`src/rtl/ras_pkg.sv`:
```
package ras_pkg;

    typedef enum logic [1:0] {
        JK_JUMP = 2'b00,
        JK_CALL = 2'b01,
        JK_RET  = 2'b10,
        JK_CORO = 2'b11
    } jump_kind_e;

    typedef struct packed {
        logic push;      // write new address above top
        logic pop;       // drop top
        logic swap;      // overwrite top in place
        logic use_hint;  // prediction from hint
        logic from_top;  // prediction from top entry
    } stack_op_t;

    function automatic stack_op_t decode_kind(input logic fire,
                                              input jump_kind_e kind,
                                              input logic empty);
        stack_op_t op;
        op = '0;
        if (fire) begin
            case (kind)
                JK_JUMP: op.use_hint = 1'b1;
                JK_CALL: begin
                    op.use_hint = 1'b1;
                    op.push     = 1'b1;
                end
                JK_RET: begin
                    op.pop      = !empty;
                    op.from_top = !empty;
                end
                JK_CORO: begin
                    op.push     = empty;
                    op.swap     = !empty;
                    op.from_top = !empty;
                end
                default: op = '0;
            endcase
        end
        return op;
    endfunction

endpackage

```
`src/rtl/ras_ptr_ctrl.sv`:
```
module ras_ptr_ctrl
    import ras_pkg::*;
#(
    parameter int DEPTH = 8,
    localparam int IDX_W = (DEPTH > 1) ? $clog2(DEPTH) : 1,
    localparam int CNT_W = $clog2(DEPTH + 1)
) (
    input  logic             clk,
    input  logic             rst,
    input  stack_op_t        op,
    output logic [IDX_W-1:0] top_idx,
    output logic [CNT_W-1:0] occ,
    output logic             empty,
    output logic             wr_en,
    output logic [IDX_W-1:0] wr_idx
);

    localparam logic [IDX_W-1:0] LAST_IDX = IDX_W'(DEPTH - 1);
    localparam logic [CNT_W-1:0] FULL_CNT = CNT_W'(DEPTH);

    logic [IDX_W-1:0] idx_up;
    logic [IDX_W-1:0] idx_down;

    always_comb begin
        idx_up   = (top_idx == LAST_IDX) ? '0 : top_idx + 1'b1;
        idx_down = (top_idx == '0) ? LAST_IDX : top_idx - 1'b1;
    end

    assign empty  = (occ == '0);
    assign wr_en  = op.push | op.swap;
    assign wr_idx = op.push ? idx_up : top_idx;

    always_ff @(posedge clk) begin
        if (rst) begin
            top_idx <= LAST_IDX;
            occ     <= '0;
        end else if (op.push) begin
            top_idx <= idx_up;
            if (occ != FULL_CNT) begin
                occ <= occ + 1'b1;
            end
        end else if (op.pop) begin
            top_idx <= idx_down;
            occ     <= occ - 1'b1;
        end
    end

endmodule

```
`src/rtl/ras_store.sv`:
```
module ras_store #(
    parameter int DEPTH  = 8,
    parameter int ADDR_W = 64,
    localparam int IDX_W = (DEPTH > 1) ? $clog2(DEPTH) : 1
) (
    input  logic              clk,
    input  logic              rst,
    input  logic              wr_en,
    input  logic [IDX_W-1:0]  wr_idx,
    input  logic [ADDR_W-1:0] wr_data,
    input  logic [IDX_W-1:0]  rd_idx,
    output logic [ADDR_W-1:0] rd_data
);

    logic [ADDR_W-1:0] slot [DEPTH];

    for (genvar g = 0; g < DEPTH; g++) begin : g_slot
        always_ff @(posedge clk) begin
            if (rst) begin
                slot[g] <= '0;
            end else if (wr_en && (wr_idx == IDX_W'(g))) begin
                slot[g] <= wr_data;
            end
        end
    end

    assign rd_data = slot[rd_idx];

endmodule

```
`src/rtl/ras_predict.sv`:
```
module ras_predict #(
    parameter int ADDR_W = 64,
    parameter int HINT_W = 16
) (
    input  logic                     clk,
    input  logic                     rst,
    input  logic                     fire,
    input  logic                     use_hint,
    input  logic                     from_top,
    input  logic [ADDR_W-HINT_W-1:0] ret_upper,
    input  logic [HINT_W-1:0]        hint,
    input  logic [ADDR_W-1:0]        top_data,
    output logic                     pred_done,
    output logic                     pred_valid,
    output logic [ADDR_W-1:0]        pred_target
);

    logic [ADDR_W-1:0] target_d;

    always_comb begin
        if (use_hint) begin
            target_d = {ret_upper, hint};
        end else if (from_top) begin
            target_d = top_data;
        end else begin
            target_d = '0;
        end
    end

    always_ff @(posedge clk) begin
        if (rst) begin
            pred_done   <= 1'b0;
            pred_valid  <= 1'b0;
            pred_target <= '0;
        end else begin
            pred_done   <= fire;
            pred_valid  <= use_hint | from_top;
            pred_target <= target_d;
        end
    end

endmodule

```
`src/rtl/ras_top.sv`:
```
module ras_top
    import ras_pkg::*;
#(
    parameter int DEPTH  = 8,
    parameter int ADDR_W = 64,
    parameter int HINT_W = 16
) (
    input  logic              clk,
    input  logic              rst,
    input  logic              req_valid,
    input  logic [1:0]        req_kind,
    input  logic [ADDR_W-1:0] req_ret_addr,
    input  logic [HINT_W-1:0] req_hint,
    output logic              pred_done,
    output logic              pred_valid,
    output logic [ADDR_W-1:0] pred_target
);

    localparam int IDX_W = (DEPTH > 1) ? $clog2(DEPTH) : 1;
    localparam int CNT_W = $clog2(DEPTH + 1);

    stack_op_t         op;
    logic [IDX_W-1:0]  top_idx;
    logic [IDX_W-1:0]  wr_idx;
    logic [CNT_W-1:0]  occ;
    logic              empty;
    logic              wr_en;
    logic [ADDR_W-1:0] top_data;

    assign op = decode_kind(req_valid, jump_kind_e'(req_kind), empty);

    ras_ptr_ctrl #(.DEPTH(DEPTH)) u_ptr (
        .clk     (clk),
        .rst     (rst),
        .op      (op),
        .top_idx (top_idx),
        .occ     (occ),
        .empty   (empty),
        .wr_en   (wr_en),
        .wr_idx  (wr_idx)
    );

    ras_store #(.DEPTH(DEPTH), .ADDR_W(ADDR_W)) u_store (
        .clk     (clk),
        .rst     (rst),
        .wr_en   (wr_en),
        .wr_idx  (wr_idx),
        .wr_data (req_ret_addr),
        .rd_idx  (top_idx),
        .rd_data (top_data)
    );

    ras_predict #(.ADDR_W(ADDR_W), .HINT_W(HINT_W)) u_pred (
        .clk         (clk),
        .rst         (rst),
        .fire        (req_valid),
        .use_hint    (op.use_hint),
        .from_top    (op.from_top),
        .ret_upper   (req_ret_addr[ADDR_W-1:HINT_W]),
        .hint        (req_hint),
        .top_data    (top_data),
        .pred_done   (pred_done),
        .pred_valid  (pred_valid),
        .pred_target (pred_target)
    );

endmodule

```
`config.mk`:
```
export PLATFORM = sky130hd
export DESIGN_NAME = ras_top
export DESIGN_NICKNAME = d
export VERILOG_FILES = /design/src/rtl/ras_pkg.sv /design/src/rtl/ras_ptr_ctrl.sv /design/src/rtl/ras_store.sv /design/src/rtl/ras_predict.sv /design/src/rtl/ras_top.sv
export SDC_FILE = /design/constraint.sdc
export NUM_CORES = 1
export LEC_CHECK = 0
export ABC_AREA = 0
export BUFFER_PORTS_ARGS = -buffer_cell sky130_fd_sc_hd__clkbuf_2
export CORE_MARGIN = 2
export CORE_UTILIZATION = 24
export CTS_CLUSTER_DIAMETER = 100
export CTS_CLUSTER_SIZE = 14
export DETAILED_ROUTE_END_ITERATION = 12
export GPL_ROUTABILITY_DRIVEN = 0
export PLACE_DENSITY_LB_ADDON = 0.2
export SETUP_SLACK_MARGIN = 0.15
export SYNTH_ARGS = -nofsm -noshare
export SYNTH_HDL_FRONTEND = slang
export SYNTH_SLANG_ARGS = --single-unit
```
`constraint.sdc`:
```
create_clock -name clk -period 10 [get_ports clk]
set_input_delay 1 -clock clk [delete_from_list [all_inputs] [get_ports clk]]
set_output_delay 1 -clock clk [all_outputs]
set_load 0.005 [all_outputs]
```
==> impl_metrics.ini <==
[worst_hold_path]
min_path_type = in2reg

[clock_network]
cts_buffer_depth = 3
clock-root-buffer = clkbuf_16
htreeDepth = 2
clkTransAtPathRegs_ns = 0.07
cts_hold_buffers = 0
cts_resized = 0
cts-buffers-inserted = 48
clock_latency_ns = 0.60
cts_tree = built
postCtsSetupBuffers = 0
cts.sinks = 588

[sta]
fin_crit_ns = 3.895
slew_violations = 0
clock_skew_ns = 0.02517
tightestPinTransition_ns = 1.182
fmax_mhz = 256.8
hold_viol = 0
period_share_pct = 38.95
setup-tns-final_ns = 0
slew_headroom_pct = 21.23
setup_violations = 0
rsz0062_at_grt = false

[final_layout]
final_core_util_pct = 27.53
fill_cells = 10420
synthToLayoutAreaGrowth_pct = 13.83
seq_area_sq_um = 16910
multi_input_area_sq_um = 7041
drive_gt1_share_pct = 20.13
finalNetCount = 1896

[yosys]
syn_avg_cell_area_sq_um = 14.39
synthCells = 1708
yosysWarnings = 0
ys_types = 43
ys_ff_latch = 588
yosysTopAreaCell = edfxtp_1
synthesis.area_sq_um = 24570
async_reset_ff_share_pct = 0
synth_nets = 1800
synth_top_area_share_pct = 62.58
synth_ff_type = edfxtp_1
synth_edf_count = 512
synth.top_cells.by_area = edfxtp_1 63%, mux4_2 12%, nor2_1 7.9%
synth-seq-area-share_pct = 68.77

[pwr]
powerDensity_nw_per_um2 = 198.0
ir_worst_vdd_mv = 0.1268
p_leak_nw = 9.939

[setup_path]
crit_slowest_cell = nand2_4
path_max_fanout = 65
criticalPathCategory = reg2reg
critPathBufInv = 1
crit_family = simple AND/OR/NAND/NOR gates
path_common_cell = ha_1
max_stage_delay_ns = 0.95
critPathLaunchType = register
cp.arrival_ns = 4.10
crit_required_ns = 10.21
path_cells = ha_1, ha_1, nor2_1, nor4b_1, o21ai_4, buf_4, nand2_4
end_kind = register

[detailed_routing]
routedWlPerCell_um = 21.60
dr.pass1.iters = 5
drt_iter0_drc = 1010
num_vias = 14130
routed_wl_um = 69390
drt-vias-per-instance = 4.398
drc = 0
drt.antenna.violating_nets = 0

[global_route]
overflow = 0
grt_use_total_pct = 13.21
grt_max_degree = 66
grt_antenna_before_repair = 1
grt_pass1_wl_um = 102500
grt_pass1_vias = 15370

[floorplanning]
start_util_pct = 24.18
io_pins = 151
rows = 117
coreArea_sq_um = 101600
die_area_sq_um = 105000
die_w_um = 324.0
die_y_um = 324.0

[status]
run_status = finished clean

[place]
io_buffer_count = 150
dp.final_hpwl_um = 37630

[flow_run]
drv_cap = 0
## report_power, final
| part | internal (mW) | total, mW | switching, mW |
|---|---|---|---|
| clock network | 0.909 | 1.81 | 0.904 |
| logic | 0.309 | 0.780 | 0.471 |
| registers | 2.85 | 2.94 | 0.0975 |
| total | 4.06 | 5.54 | 1.47 |
## routing by layer
| metal | vias to the layer above | track usage [%] | wire length [um] |
|---|---|---|---|
| met1 | 7376 | 17.51 | 31000 |
| met2 | 279 | 22.93 | 34520 |
| met4 | 2 | 2.716 | 1205 |
| met5 | - | 0 | 12 |
| li1 | 6391 | - | - |
| met3 | 77 | 1.873 | 2647 |
## cell type report
| cell class | count | share of cell area (%) |
|---|---|---|
| Tap cell | 1368 | 6.120 |
| Multi-Input combinational cell | 988 | 25.17 |
| Timing Repair Buffer | 167 | 3.141 |
| Clock inverter | 5 | 0.1655 |
| Clock buffer | 84 | 4.778 |
| Sequential cell | 588 | 60.46 |
| Inverter | 11 | 0.1566 |
| Antenna cell | 1 | 0.008948 |
## path summary, 6_finish.rpt
kind	startpoint	end	slack (ns)	depth (start not counted)
max reg2reg	u_ptr.top_idx[0]$_SDFFE_PP1N_	u_store.slot[1][58]$_SDFFCE_PN0P_	6.11	7
min reg2reg	u_ptr.occ[3]$_SDFFE_PP0P_	u_ptr.occ[3]$_SDFFE_PP0P_	0.66	1
min	req_hint[14]	u_pred.pred_target[14]$_SDFF_PP0_	0.59	3
max	u_ptr.top_idx[0]$_SDFFE_PP1N_	u_store.slot[1][58]$_SDFFCE_PN0P_	6.11	7
## cells in the mapped netlist (2+ instances only)
master / number
a211oi_1: 3
a21o_1: 5
a21oi_1: 3
a311oi_1: 2
buf_1: 6
buf_2: 32
buf_4: 4
buf_6: 32
clkbuf_1: 47
dfxtp_1: 76
edfxtp_1: 512
ha_1: 6
inv_1: 10
mux2i_1: 65
mux4_2: 128
nand2_1: 142
nand2b_1: 6
nand3_1: 2
nand4_1: 4
nor2_1: 520
nor3_1: 5
nor4_1: 6
nor4b_1: 3
o21ai_0: 64
o21ai_1: 6
o31ai_1: 2
## metrics by stage
step	total power, mW	instances	area (sq um)	setup WS [ns]	hold WS, ns
after floorplan	3.507	1708	24570	6.020	0.5717
after global placement	3.805	3122	26580	5.571	0.6329
after detailed placement	3.812	3122	26580	5.544	0.6551
after CTS	5.645	3211	27960	6.058	0.5471
after global routing	5.779	3211	27960	5.797	0.5644
final	5.537	3212	27970	6.105	0.5943
## sequential cells by signal, indices dropped and copies added (netlist names), named ones only
signal,count
u_pred.pred_valid,1
u_ptr.occ,4
u_pred.pred_done,1
u_pred.pred_target,64
u_store.slot,512
u_ptr.top_idx,3
## cells in the final DEF, fill, tap and decap left out, types with 2 or more instances in the layout
| cell type | count |
|---|---|
| o21ai_0 | 64 |
| o31ai_1 | 2 |
| ha_1 | 6 |
| nand2_4 | 9 |
| a21o_4 | 2 |
| a211oi_1 | 3 |
| a311oi_1 | 2 |
| nand4_1 | 4 |
| mux2i_1 | 65 |
| o21ai_4 | 6 |
| buf_4 | 17 |
| clkbuf_16 | 48 |
| clkbuf_1 | 36 |
| a21o_1 | 3 |
| nor4b_1 | 3 |
| a21oi_1 | 3 |
| nor3_1 | 5 |
| clkinv_4 | 2 |
| nor2_1 | 519 |
| mux4_2 | 128 |
| nand2b_1 | 6 |
| inv_1 | 10 |
| nand3_1 | 2 |
| clkbuf_2 | 150 |
| nor4_1 | 6 |
| dfxtp_1 | 73 |
| edfxtp_1 | 512 |
| nand2_1 | 133 |
| dfxtp_4 | 3 |
## logic make-up (layout without fill, tap and decap cells)
group,after synthesis,count (layout),share of synthesized area (%)
AO/OA/AOI/OAI,94,94,2.271
adder cells (fa/ha/maj),7,7,0.3870
flip-flops,588,588,68.77
XOR/XNOR,2,2,0.07131
multiplexers,193,193,14.38
other,0,1,0
buffers and inverters,132,267,3.218
AND/OR/NAND/NOR,692,692,10.90
## worst reg2reg max path, cell delays in order (launching register included)
cell and delay (ns):
dfxtp_1 0.65, ha_1 0.24, ha_1 0.28, nor2_1 0.20, nor4b_1 0.55, o21ai_4 0.11
buf_4 0.46, nand2_4 0.98
Power figures use the tool's default switching activity.
